===== src/rtl/spiq_pkg.sv =====
package spiq_pkg;

    localparam int ADDRW = 8;
    localparam int DATAW = 8;

    localparam logic [ADDRW-1:0] ADR_RX   = 8'h20;
    localparam logic [ADDRW-1:0] ADR_CMD  = 8'h40;
    localparam logic [ADDRW-1:0] ADR_SPTR = 8'h50;
    localparam logic [ADDRW-1:0] ADR_EPTR = 8'h51;
    localparam logic [ADDRW-1:0] ADR_CTRL = 8'h52;
    localparam logic [ADDRW-1:0] ADR_STAT = 8'h53;
    localparam logic [ADDRW-1:0] ADR_LOCK = 8'h54;
    localparam logic [ADDRW-1:0] ADR_DIV  = 8'h55;

    typedef enum logic [1:0] {
        ST_IDLE,
        ST_LOAD,
        ST_SHIFT,
        ST_GAP
    } seq_state_e;

endpackage


===== src/rtl/spiq_shifter.sv =====
module spiq_shifter #(
    parameter int DIVW = 8
) (
    input  logic            clk,
    input  logic            rst_n,
    input  logic            start_i,
    input  logic [7:0]      byte_i,
    input  logic [DIVW-1:0] div_i,
    input  logic            miso_i,
    output logic            sck_o,
    output logic            mosi_o,
    output logic            done_o,
    output logic [7:0]      byte_o
);

    typedef struct packed {
        logic            busy;
        logic            sck;
        logic            samp;
        logic            done;
        logic [2:0]      nbit;
        logic [DIVW-1:0] cnt;
        logic [7:0]      sr;
    } shf_t;

    shf_t q, d;
    logic [DIVW-1:0] lim;

    always_comb begin
        lim    = (div_i == '0) ? DIVW'(1) : div_i;
        d      = q;
        d.done = 1'b0;
        if (start_i) begin
            d.busy = 1'b1;
            d.sck  = 1'b0;
            d.cnt  = '0;
            d.nbit = '0;
            d.sr   = byte_i;
        end else if (q.busy) begin
            if (q.cnt == lim - 1'b1) begin
                d.cnt = '0;
                if (!q.sck) begin
                    d.sck  = 1'b1;
                    d.samp = miso_i;
                end else begin
                    d.sck  = 1'b0;
                    d.sr   = {q.sr[6:0], q.samp};
                    d.nbit = q.nbit + 1'b1;
                    if (q.nbit == 3'd7) begin
                        d.busy = 1'b0;
                        d.done = 1'b1;
                    end
                end
            end else begin
                d.cnt = q.cnt + 1'b1;
            end
        end
    end

    always_ff @(posedge clk or negedge rst_n) begin
        if (!rst_n) q <= '0;
        else        q <= d;
    end

    assign sck_o  = q.sck;
    assign mosi_o = q.busy & q.sr[7];
    assign done_o = q.done;
    assign byte_o = q.sr;

endmodule


===== src/rtl/spiq_regs.sv =====
module spiq_regs
    import spiq_pkg::*;
#(
    parameter int QDEPTH    = 16,
    parameter int DIVW      = 8,
    parameter int DIV_RESET = 8,
    localparam int IDXW     = $clog2(QDEPTH)
) (
    input  logic             clk,
    input  logic             rst_n,
    input  logic             bus_wr,
    input  logic [ADDRW-1:0] bus_addr,
    input  logic [DATAW-1:0] bus_wdata,
    output logic [DATAW-1:0] bus_rdata,
    input  logic             rx_we_i,
    input  logic [IDXW-1:0]  cur_idx_i,
    input  logic [7:0]       rx_byte_i,
    input  logic             end_ev_i,
    output logic             run_o,
    output logic             keep_o,
    output logic             lock_o,
    output logic             done_o,
    output logic             lock_rel_o,
    output logic [IDXW-1:0]  sptr_o,
    output logic [IDXW-1:0]  eptr_o,
    output logic [DIVW-1:0]  div_o,
    output logic [7:0]       tx_byte_o,
    output logic             cmd_hold_o
);

    typedef struct packed {
        logic [QDEPTH-1:0][7:0] tx;
        logic [QDEPTH-1:0][7:0] rx;
        logic [QDEPTH-1:0]      cmd;
        logic [IDXW-1:0]        sptr;
        logic [IDXW-1:0]        eptr;
        logic                   run;
        logic                   keep;
        logic                   done;
        logic                   lock;
        logic [DIVW-1:0]        div;
    } regs_t;

    regs_t q, d;
    logic  wr_idle;

    always_comb begin
        d       = q;
        wr_idle = bus_wr && !q.run;
        if (wr_idle) begin
            if (bus_addr < ADR_RX) begin
                if (!bus_addr[0]) d.tx[bus_addr[IDXW:1]] = bus_wdata;
            end else if (bus_addr >= ADR_CMD && bus_addr < ADR_SPTR) begin
                d.cmd[bus_addr[IDXW-1:0]] = bus_wdata[0];
            end else begin
                case (bus_addr)
                    ADR_SPTR: d.sptr = bus_wdata[IDXW-1:0];
                    ADR_EPTR: d.eptr = bus_wdata[IDXW-1:0];
                    ADR_DIV:  d.div  = bus_wdata[DIVW-1:0];
                    ADR_CTRL: begin
                        d.keep = bus_wdata[1];
                        if (bus_wdata[0]) d.run = 1'b1;
                    end
                    default: ;
                endcase
            end
        end
        if (bus_wr && bus_addr == ADR_STAT && !bus_wdata[0]) d.done = 1'b0;
        if (bus_wr && bus_addr == ADR_LOCK) d.lock = bus_wdata[0];
        if (rx_we_i) d.rx[cur_idx_i] = rx_byte_i;
        if (end_ev_i) begin
            d.run  = 1'b0;
            d.done = 1'b1;
        end
    end

    always_ff @(posedge clk or negedge rst_n) begin
        if (!rst_n) begin
            q     <= '0;
            q.div <= DIVW'(DIV_RESET);
        end else begin
            q <= d;
        end
    end

    always_comb begin
        bus_rdata = '0;
        if (bus_addr < ADR_RX) begin
            if (!bus_addr[0]) bus_rdata = q.tx[bus_addr[IDXW:1]];
        end else if (bus_addr < ADR_CMD) begin
            if (bus_addr[0]) bus_rdata = q.rx[bus_addr[IDXW:1]];
        end else if (bus_addr < ADR_SPTR) begin
            bus_rdata[0] = q.cmd[bus_addr[IDXW-1:0]];
        end else begin
            case (bus_addr)
                ADR_SPTR: bus_rdata[IDXW-1:0] = q.sptr;
                ADR_EPTR: bus_rdata[IDXW-1:0] = q.eptr;
                ADR_CTRL: bus_rdata[1:0]      = {q.keep, q.run};
                ADR_STAT: begin
                    bus_rdata[0]         = q.done;
                    bus_rdata[4 +: IDXW] = cur_idx_i;
                end
                ADR_LOCK: bus_rdata[0]           = q.lock;
                ADR_DIV:  bus_rdata[DIVW-1:0]    = q.div;
                default:  bus_rdata              = '0;
            endcase
        end
    end

    assign run_o      = q.run;
    assign keep_o     = q.keep;
    assign lock_o     = q.lock;
    assign done_o     = q.done;
    assign sptr_o     = q.sptr;
    assign eptr_o     = q.eptr;
    assign div_o      = q.div;
    assign tx_byte_o  = q.tx[cur_idx_i];
    assign cmd_hold_o = q.cmd[cur_idx_i];
    assign lock_rel_o = bus_wr && bus_addr == ADR_LOCK && !bus_wdata[0] && !q.run;

endmodule


===== src/rtl/spiq_seq.sv =====
module spiq_seq
    import spiq_pkg::*;
#(
    parameter int QDEPTH = 16,
    parameter int DIVW   = 8,
    localparam int IDXW  = $clog2(QDEPTH)
) (
    input  logic            clk,
    input  logic            rst_n,
    input  logic            run_i,
    input  logic            keep_i,
    input  logic            lock_i,
    input  logic            lock_rel_i,
    input  logic [IDXW-1:0] sptr_i,
    input  logic [IDXW-1:0] eptr_i,
    input  logic [DIVW-1:0] div_i,
    input  logic            cmd_hold_i,
    input  logic            sh_done_i,
    output logic            sh_start_o,
    output logic            rx_we_o,
    output logic            end_ev_o,
    output logic [IDXW-1:0] cur_idx_o,
    output logic            cs_n_o
);

    typedef struct packed {
        seq_state_e      state;
        logic [IDXW-1:0] idx;
        logic            cs_n;
        logic [DIVW-1:0] gcnt;
    } seq_t;

    seq_t q, d;
    logic last, hold;
    logic [DIVW-1:0] lim;

    always_comb begin
        d          = q;
        sh_start_o = 1'b0;
        rx_we_o    = 1'b0;
        end_ev_o   = 1'b0;
        lim        = (div_i == '0) ? DIVW'(1) : div_i;
        last       = (q.idx == eptr_i);
        hold       = cmd_hold_i | (last & (keep_i | lock_i));
        case (q.state)
            ST_IDLE: begin
                if (run_i) begin
                    d.idx   = sptr_i;
                    d.state = ST_LOAD;
                end else if (lock_rel_i) begin
                    d.cs_n = 1'b1;
                end
            end
            ST_LOAD: begin
                sh_start_o = 1'b1;
                d.cs_n     = 1'b0;
                d.state    = ST_SHIFT;
            end
            ST_SHIFT: begin
                if (sh_done_i) begin
                    rx_we_o = 1'b1;
                    if (!hold) d.cs_n = 1'b1;
                    if (last) begin
                        end_ev_o = 1'b1;
                        d.state  = ST_IDLE;
                    end else begin
                        d.idx   = q.idx + 1'b1;
                        d.gcnt  = '0;
                        d.state = hold ? ST_LOAD : ST_GAP;
                    end
                end
            end
            ST_GAP: begin
                if (q.gcnt == lim - 1'b1) d.state = ST_LOAD;
                else                      d.gcnt  = q.gcnt + 1'b1;
            end
            default: d.state = ST_IDLE;
        endcase
    end

    always_ff @(posedge clk or negedge rst_n) begin
        if (!rst_n) begin
            q.state <= ST_IDLE;
            q.idx   <= '0;
            q.cs_n  <= 1'b1;
            q.gcnt  <= '0;
        end else begin
            q <= d;
        end
    end

    assign cur_idx_o = q.idx;
    assign cs_n_o    = q.cs_n;

endmodule


===== src/rtl/spiq_engine.sv =====
module spiq_engine
    import spiq_pkg::*;
#(
    parameter int QDEPTH    = 16,
    parameter int DIVW      = 8,
    parameter int DIV_RESET = 8
) (
    input  logic             clk,
    input  logic             rst_n,
    input  logic             bus_wr,
    input  logic [ADDRW-1:0] bus_addr,
    input  logic [DATAW-1:0] bus_wdata,
    output logic [DATAW-1:0] bus_rdata,
    output logic             spi_sck,
    output logic             spi_mosi,
    input  logic             spi_miso,
    output logic             spi_cs_n
);

    localparam int IDXW = $clog2(QDEPTH);

    logic            run_w, keep_w, lock_w, done_w, lock_rel_w;
    logic [IDXW-1:0] sptr_w, eptr_w, idx_w;
    logic [DIVW-1:0] div_w;
    logic [7:0]      tx_byte_w, rx_byte_w;
    logic            cmd_hold_w, sh_start_w, sh_done_w, rx_we_w, end_ev_w;

    spiq_regs #(.QDEPTH(QDEPTH), .DIVW(DIVW), .DIV_RESET(DIV_RESET)) u_regs (
        .clk        (clk),
        .rst_n      (rst_n),
        .bus_wr     (bus_wr),
        .bus_addr   (bus_addr),
        .bus_wdata  (bus_wdata),
        .bus_rdata  (bus_rdata),
        .rx_we_i    (rx_we_w),
        .cur_idx_i  (idx_w),
        .rx_byte_i  (rx_byte_w),
        .end_ev_i   (end_ev_w),
        .run_o      (run_w),
        .keep_o     (keep_w),
        .lock_o     (lock_w),
        .done_o     (done_w),
        .lock_rel_o (lock_rel_w),
        .sptr_o     (sptr_w),
        .eptr_o     (eptr_w),
        .div_o      (div_w),
        .tx_byte_o  (tx_byte_w),
        .cmd_hold_o (cmd_hold_w)
    );

    spiq_seq #(.QDEPTH(QDEPTH), .DIVW(DIVW)) u_seq (
        .clk        (clk),
        .rst_n      (rst_n),
        .run_i      (run_w),
        .keep_i     (keep_w),
        .lock_i     (lock_w),
        .lock_rel_i (lock_rel_w),
        .sptr_i     (sptr_w),
        .eptr_i     (eptr_w),
        .div_i      (div_w),
        .cmd_hold_i (cmd_hold_w),
        .sh_done_i  (sh_done_w),
        .sh_start_o (sh_start_w),
        .rx_we_o    (rx_we_w),
        .end_ev_o   (end_ev_w),
        .cur_idx_o  (idx_w),
        .cs_n_o     (spi_cs_n)
    );

    spiq_shifter #(.DIVW(DIVW)) u_shf (
        .clk     (clk),
        .rst_n   (rst_n),
        .start_i (sh_start_w),
        .byte_i  (tx_byte_w),
        .div_i   (div_w),
        .miso_i  (spi_miso),
        .sck_o   (spi_sck),
        .mosi_o  (spi_mosi),
        .done_o  (sh_done_w),
        .byte_o  (rx_byte_w)
    );

endmodule


===== config.mk =====
export PLATFORM = sky130hd
export DESIGN_NAME = spiq_engine
export DESIGN_NICKNAME = d
export VERILOG_FILES = /design/src/rtl/spiq_pkg.sv /design/src/rtl/spiq_shifter.sv /design/src/rtl/spiq_regs.sv /design/src/rtl/spiq_seq.sv /design/src/rtl/spiq_engine.sv
export SDC_FILE = /design/constraint.sdc
export NUM_CORES = 1
export LEC_CHECK = 0
export BUFFER_PORTS_ARGS = -buffer_cell sky130_fd_sc_hd__buf_2
export CORE_ASPECT_RATIO = 1.75
export CORE_UTILIZATION = 42
export CTS_CLUSTER_SIZE = 16
export DETAILED_ROUTE_END_ITERATION = 10
export GPL_TIMING_DRIVEN = 0
export MAX_ROUTING_LAYER = met4
export PLACE_DENSITY = 0.57
export SLEW_MARGIN = 20
export SYNTH_ARGS = -nofsm -noshare
export SYNTH_HDL_FRONTEND = slang
export SYNTH_SLANG_ARGS = --single-unit

===== constraint.sdc =====
create_clock -name clk -period 9.95 [get_ports clk]
set_clock_uncertainty 0.1 [all_clocks]
set_input_delay 1.99 -clock clk [delete_from_list [all_inputs] [get_ports clk]]
set_output_delay 1.99 -clock clk [all_outputs]
set_load 0.1 [all_outputs]

==> results by group <==
Flow run
  • Max-cap violations: 0

Logic synthesis
  • Synth area leader: dfrtp_1
  • Commonest register cell after synthesis: dfrtp_1
  • Post-synthesis async set-or-reset flop share: 1.00
  • Flops & latches, synth: 330
  • Synth cell count leaders: 328 x dfrtp_1, 283 x mux2_2, 131 x mux4_2
  • Number of flops mapped to enable cells by yosys: 0
  • Top-count cell post-synth: dfrtp_1
  • Top cells by area, synth: dfrtp_1 47%, mux2_2 18%, mux4_2 17%, nand2_1 1.9%, clkbuf_1 1.4%
  • Unique masters post-synth: 73
  • Cells after Synth: 1263
  • Fraction of synthesized cell area taken by the top area cell type: 0.473
  • Post-synthesis instance area: 0.0174 sq mm
  • Syn_nets: 1296
  • Mean Syn Cell Area: 13.7 sq um
  • Sequential share of the synthesized area: 0.476
  • Yosys warns: 0

Die
  • Die height: 271 um
  • Die area: 0.0422 sq mm
  • Die Wd: 156 um
  • CORE AREA: 0.0408 sq mm
  • Starting Density: 0.425
  • # IOs: 31
  • Rows: 98

Outcome
  • Outcome: completed

Drt
  • Drt first-iter violations: 763
  • Drt pass-1 iters: 4
  • DR DRC count: 0
  • Routed via count: 11400
  • Routed wire length per instance: 26.4 um
  • Avg Vias per Cell: 5.96
  • ANT nets after route: 0
  • Total wire length: 50200 um

Timing
  • Post-route setup TNS: 0 ns
  • Worst-Margin Slew: 1.17 ns
  • Final Hold Vio Count: 0
  • Final setup violation count: 0
  • Crit share post-route: 0.764
  • Relative slew slack: 0.218
  • Tmin final: 7.60 ns
  • RSZ-0062 raised after global routing: false
  • Achievable Freq: 132 MHz
  • PnR worst setup slack: 2.35 ns
  • Max-slew violations: 0
  • Hold Slack: 0.398 ns

Critical path
  • Crit path top cell by count: clkbuf_1
  • CP arrival: 5.51 ns
  • FF-to-FF path depth: 12
  • R2r setup slk: 5.94 ns
  • Critical-path cell list: clkbuf_1 > clkbuf_1 > clkbuf_1 > mux4_2 > mux4_2 > nand3_1 > nand3_1 > buf_2
  • R2R Path Start: u_regs.div_o[3]
  • CP startpoint: bus_addr[2]
  • Max stage delay on crit path: 0.78 ns
  • Crit-path max FO: 10
  • CP Launch Type: input pin
  • CP required: 7.86 ns
  • Critical path type: input pin to primary output
  • CP max stage cell: clkbuf_1
  • CP endpoint: bus_rdata[3]
  • Element type at the critical path end: primary output
  • R2R Path End: u_seq.q[13]

Clock tree
  • Clk_lat worst skew: 0.55 ns
  • Bufs on Longest Clock Path: 3
  • CTS Buf Count: 35
  • Post-CTS Hold Fix Bufs: 0
  • TritonCTS clock tree: done
  • CTS sink count: 330
  • CTS Root Buffer Type: clkbuf_16
  • Postcts setup bufs: 0
  • H-tree Lvls: 2
  • Post-CTS resize count: 0
  • Clk pin slew, worst setup/hold paths: 0.06 ns

Finish
  • Area Growth Syn to Fin: 12.2%
  • # diodes: 0
  • Area of the multi-input gates: 0.00869 sq mm
  • # fillers: 3609
  • Cell Count, Final, Fillers Out: 1903
  • Seq. cell area: 0.00826 sq mm
  • Share of cells above drive strength 1: 0.395
  • Final nets: 1361

Global routing
  • Gr busiest metal: met2
  • Largest net degree at the start of global routing: 99
  • M1 GR Usage: 0.287
  • GR Layer Usage met2: 0.451
  • Tot GR Track Use: 0.255
  • First-pass GRT wire length: 76600 um
  • Global route overflow: 0
  • Met3 Track Usage GR: 0.0287
  • Vias in the first global route: 12200
  • Antenna violations before repair: 0

Pwr
  • P_leak: 8.91 nW
  • Pwr dens: 190 mW/mm^2
  • Pwr Total: 3.70 mW
  • Peak supply drop: 0.131 mV

Worst hold path
  • Hold Crit Class: flop to flop

Placed design
  • Detailed placer's ending HPWL: 35200 um
  • GPL Wtd Cong: 0.926
  • PortBufs: 24
  • Setup Slack @ Placement: 1.92 ns
  • Cells after DPL: 1841
## stage by stage
step,instance area (sq um),util
floorplan,17400,-
global placement,18200,0.445
detailed placement,18300,0.448
CTS,19500,0.477
global route,19500,0.477
finish,19500,0.477
## logic make-up after synthesis
group,Yosys count,share of synthesized area
AO/OA/AOI/OAI,101,0.0414
XOR/XNOR,13,0.00656
adder cells (fa/ha/maj),13,0.00937
buffers and inverters,108,0.0246
flip-flops,330,0.476
multiplexers,435,0.366
AND/OR/NAND/NOR,263,0.0767
## metal layers
metal / wire length (um) / vias to the layer above / share of wire
met2: 26900 / 278 / 0.54
met4: 2390 / 0 / 0.048
li1: - / 4905 / -
met5: 0 / - / 0
met3: 1620 / 119 / 0.032
met1: 19200 / 6048 / 0.38
## power breakdown
part	internal (mW)	switching, mW	total (mW)
sequential	1.42	0.0555	1.47
combinational	0.304	0.568	0.873
clock	0.790	0.565	1.35
## final cells by class
class | instances | area share
buffer | 90 | 0.0185
inverter | 18 | 0.00347
timing repair buffer | 28 | 0.0123
multi-input combinational | 825 | 0.446
sequential | 330 | 0.424
tap | 550 | 0.0353
clock buffer | 56 | 0.0547
clock inverter | 6 | 0.00508
## worst min-delay path by stage
stage	startpoint	end	slack, ns	cells past startpoint
3_5_place_dp	u_regs.q[118]	u_regs.q[118]	0.39	1
2_1_floorplan	u_shf.q[20]	u_shf.q[20]	0.36	1
3_3_place_gp	u_regs.q[164]	u_regs.q[164]	0.38	2
6_report	u_regs.q[150]	u_regs.q[150]	0.40	1
4_1_cts	u_regs.q[52]	u_regs.q[52]	0.40	1
5_1_grt	u_regs.q[52]	u_regs.q[52]	0.40	1
## cells in the final DEF, fill, tap and decap left out, drive strengths merged, types with 5 or more instances in the layout
cell,synthesis,layout
a21o,6,6
a21oi,19,19
a222oi,5,5
a31oi,5,5
and2,5,5
and3,11,11
buf,23,50
clkbuf,67,124
dfrtp,328,328
ha,13,13
inv,17,19
mux2,285,285
mux2i,19,19
mux4,131,131
nand2,90,90
nand2b,10,10
nand3,28,28
nand4,5,5
nor2,50,50
nor2b,10,10
nor3,17,17
nor3b,12,12
nor4,7,7
o21ai,30,30
or3,5,5
xor2,11,11
## worst max-delay path: cells and delay by family
kind | cells | cell delay, ns
buf+inv | 4 | 2.21
mux | 2 | 0.98
simple gates | 2 | 0.31
## registers in the layout, summed over array words and instances (netlist names), 4 cells and up
| signal | flops |
|---|---|
| u_seq.q | 10 |
| u_shf.q | 13 |
| u_seq.cur_idx_o | 4 |
| u_regs.eptr_o | 4 |
| u_regs.q | 272 |
| u_shf.byte_o | 8 |
| u_regs.div_o | 8 |
| u_regs.sptr_o | 4 |
Power figures use the tool's default switching activity.
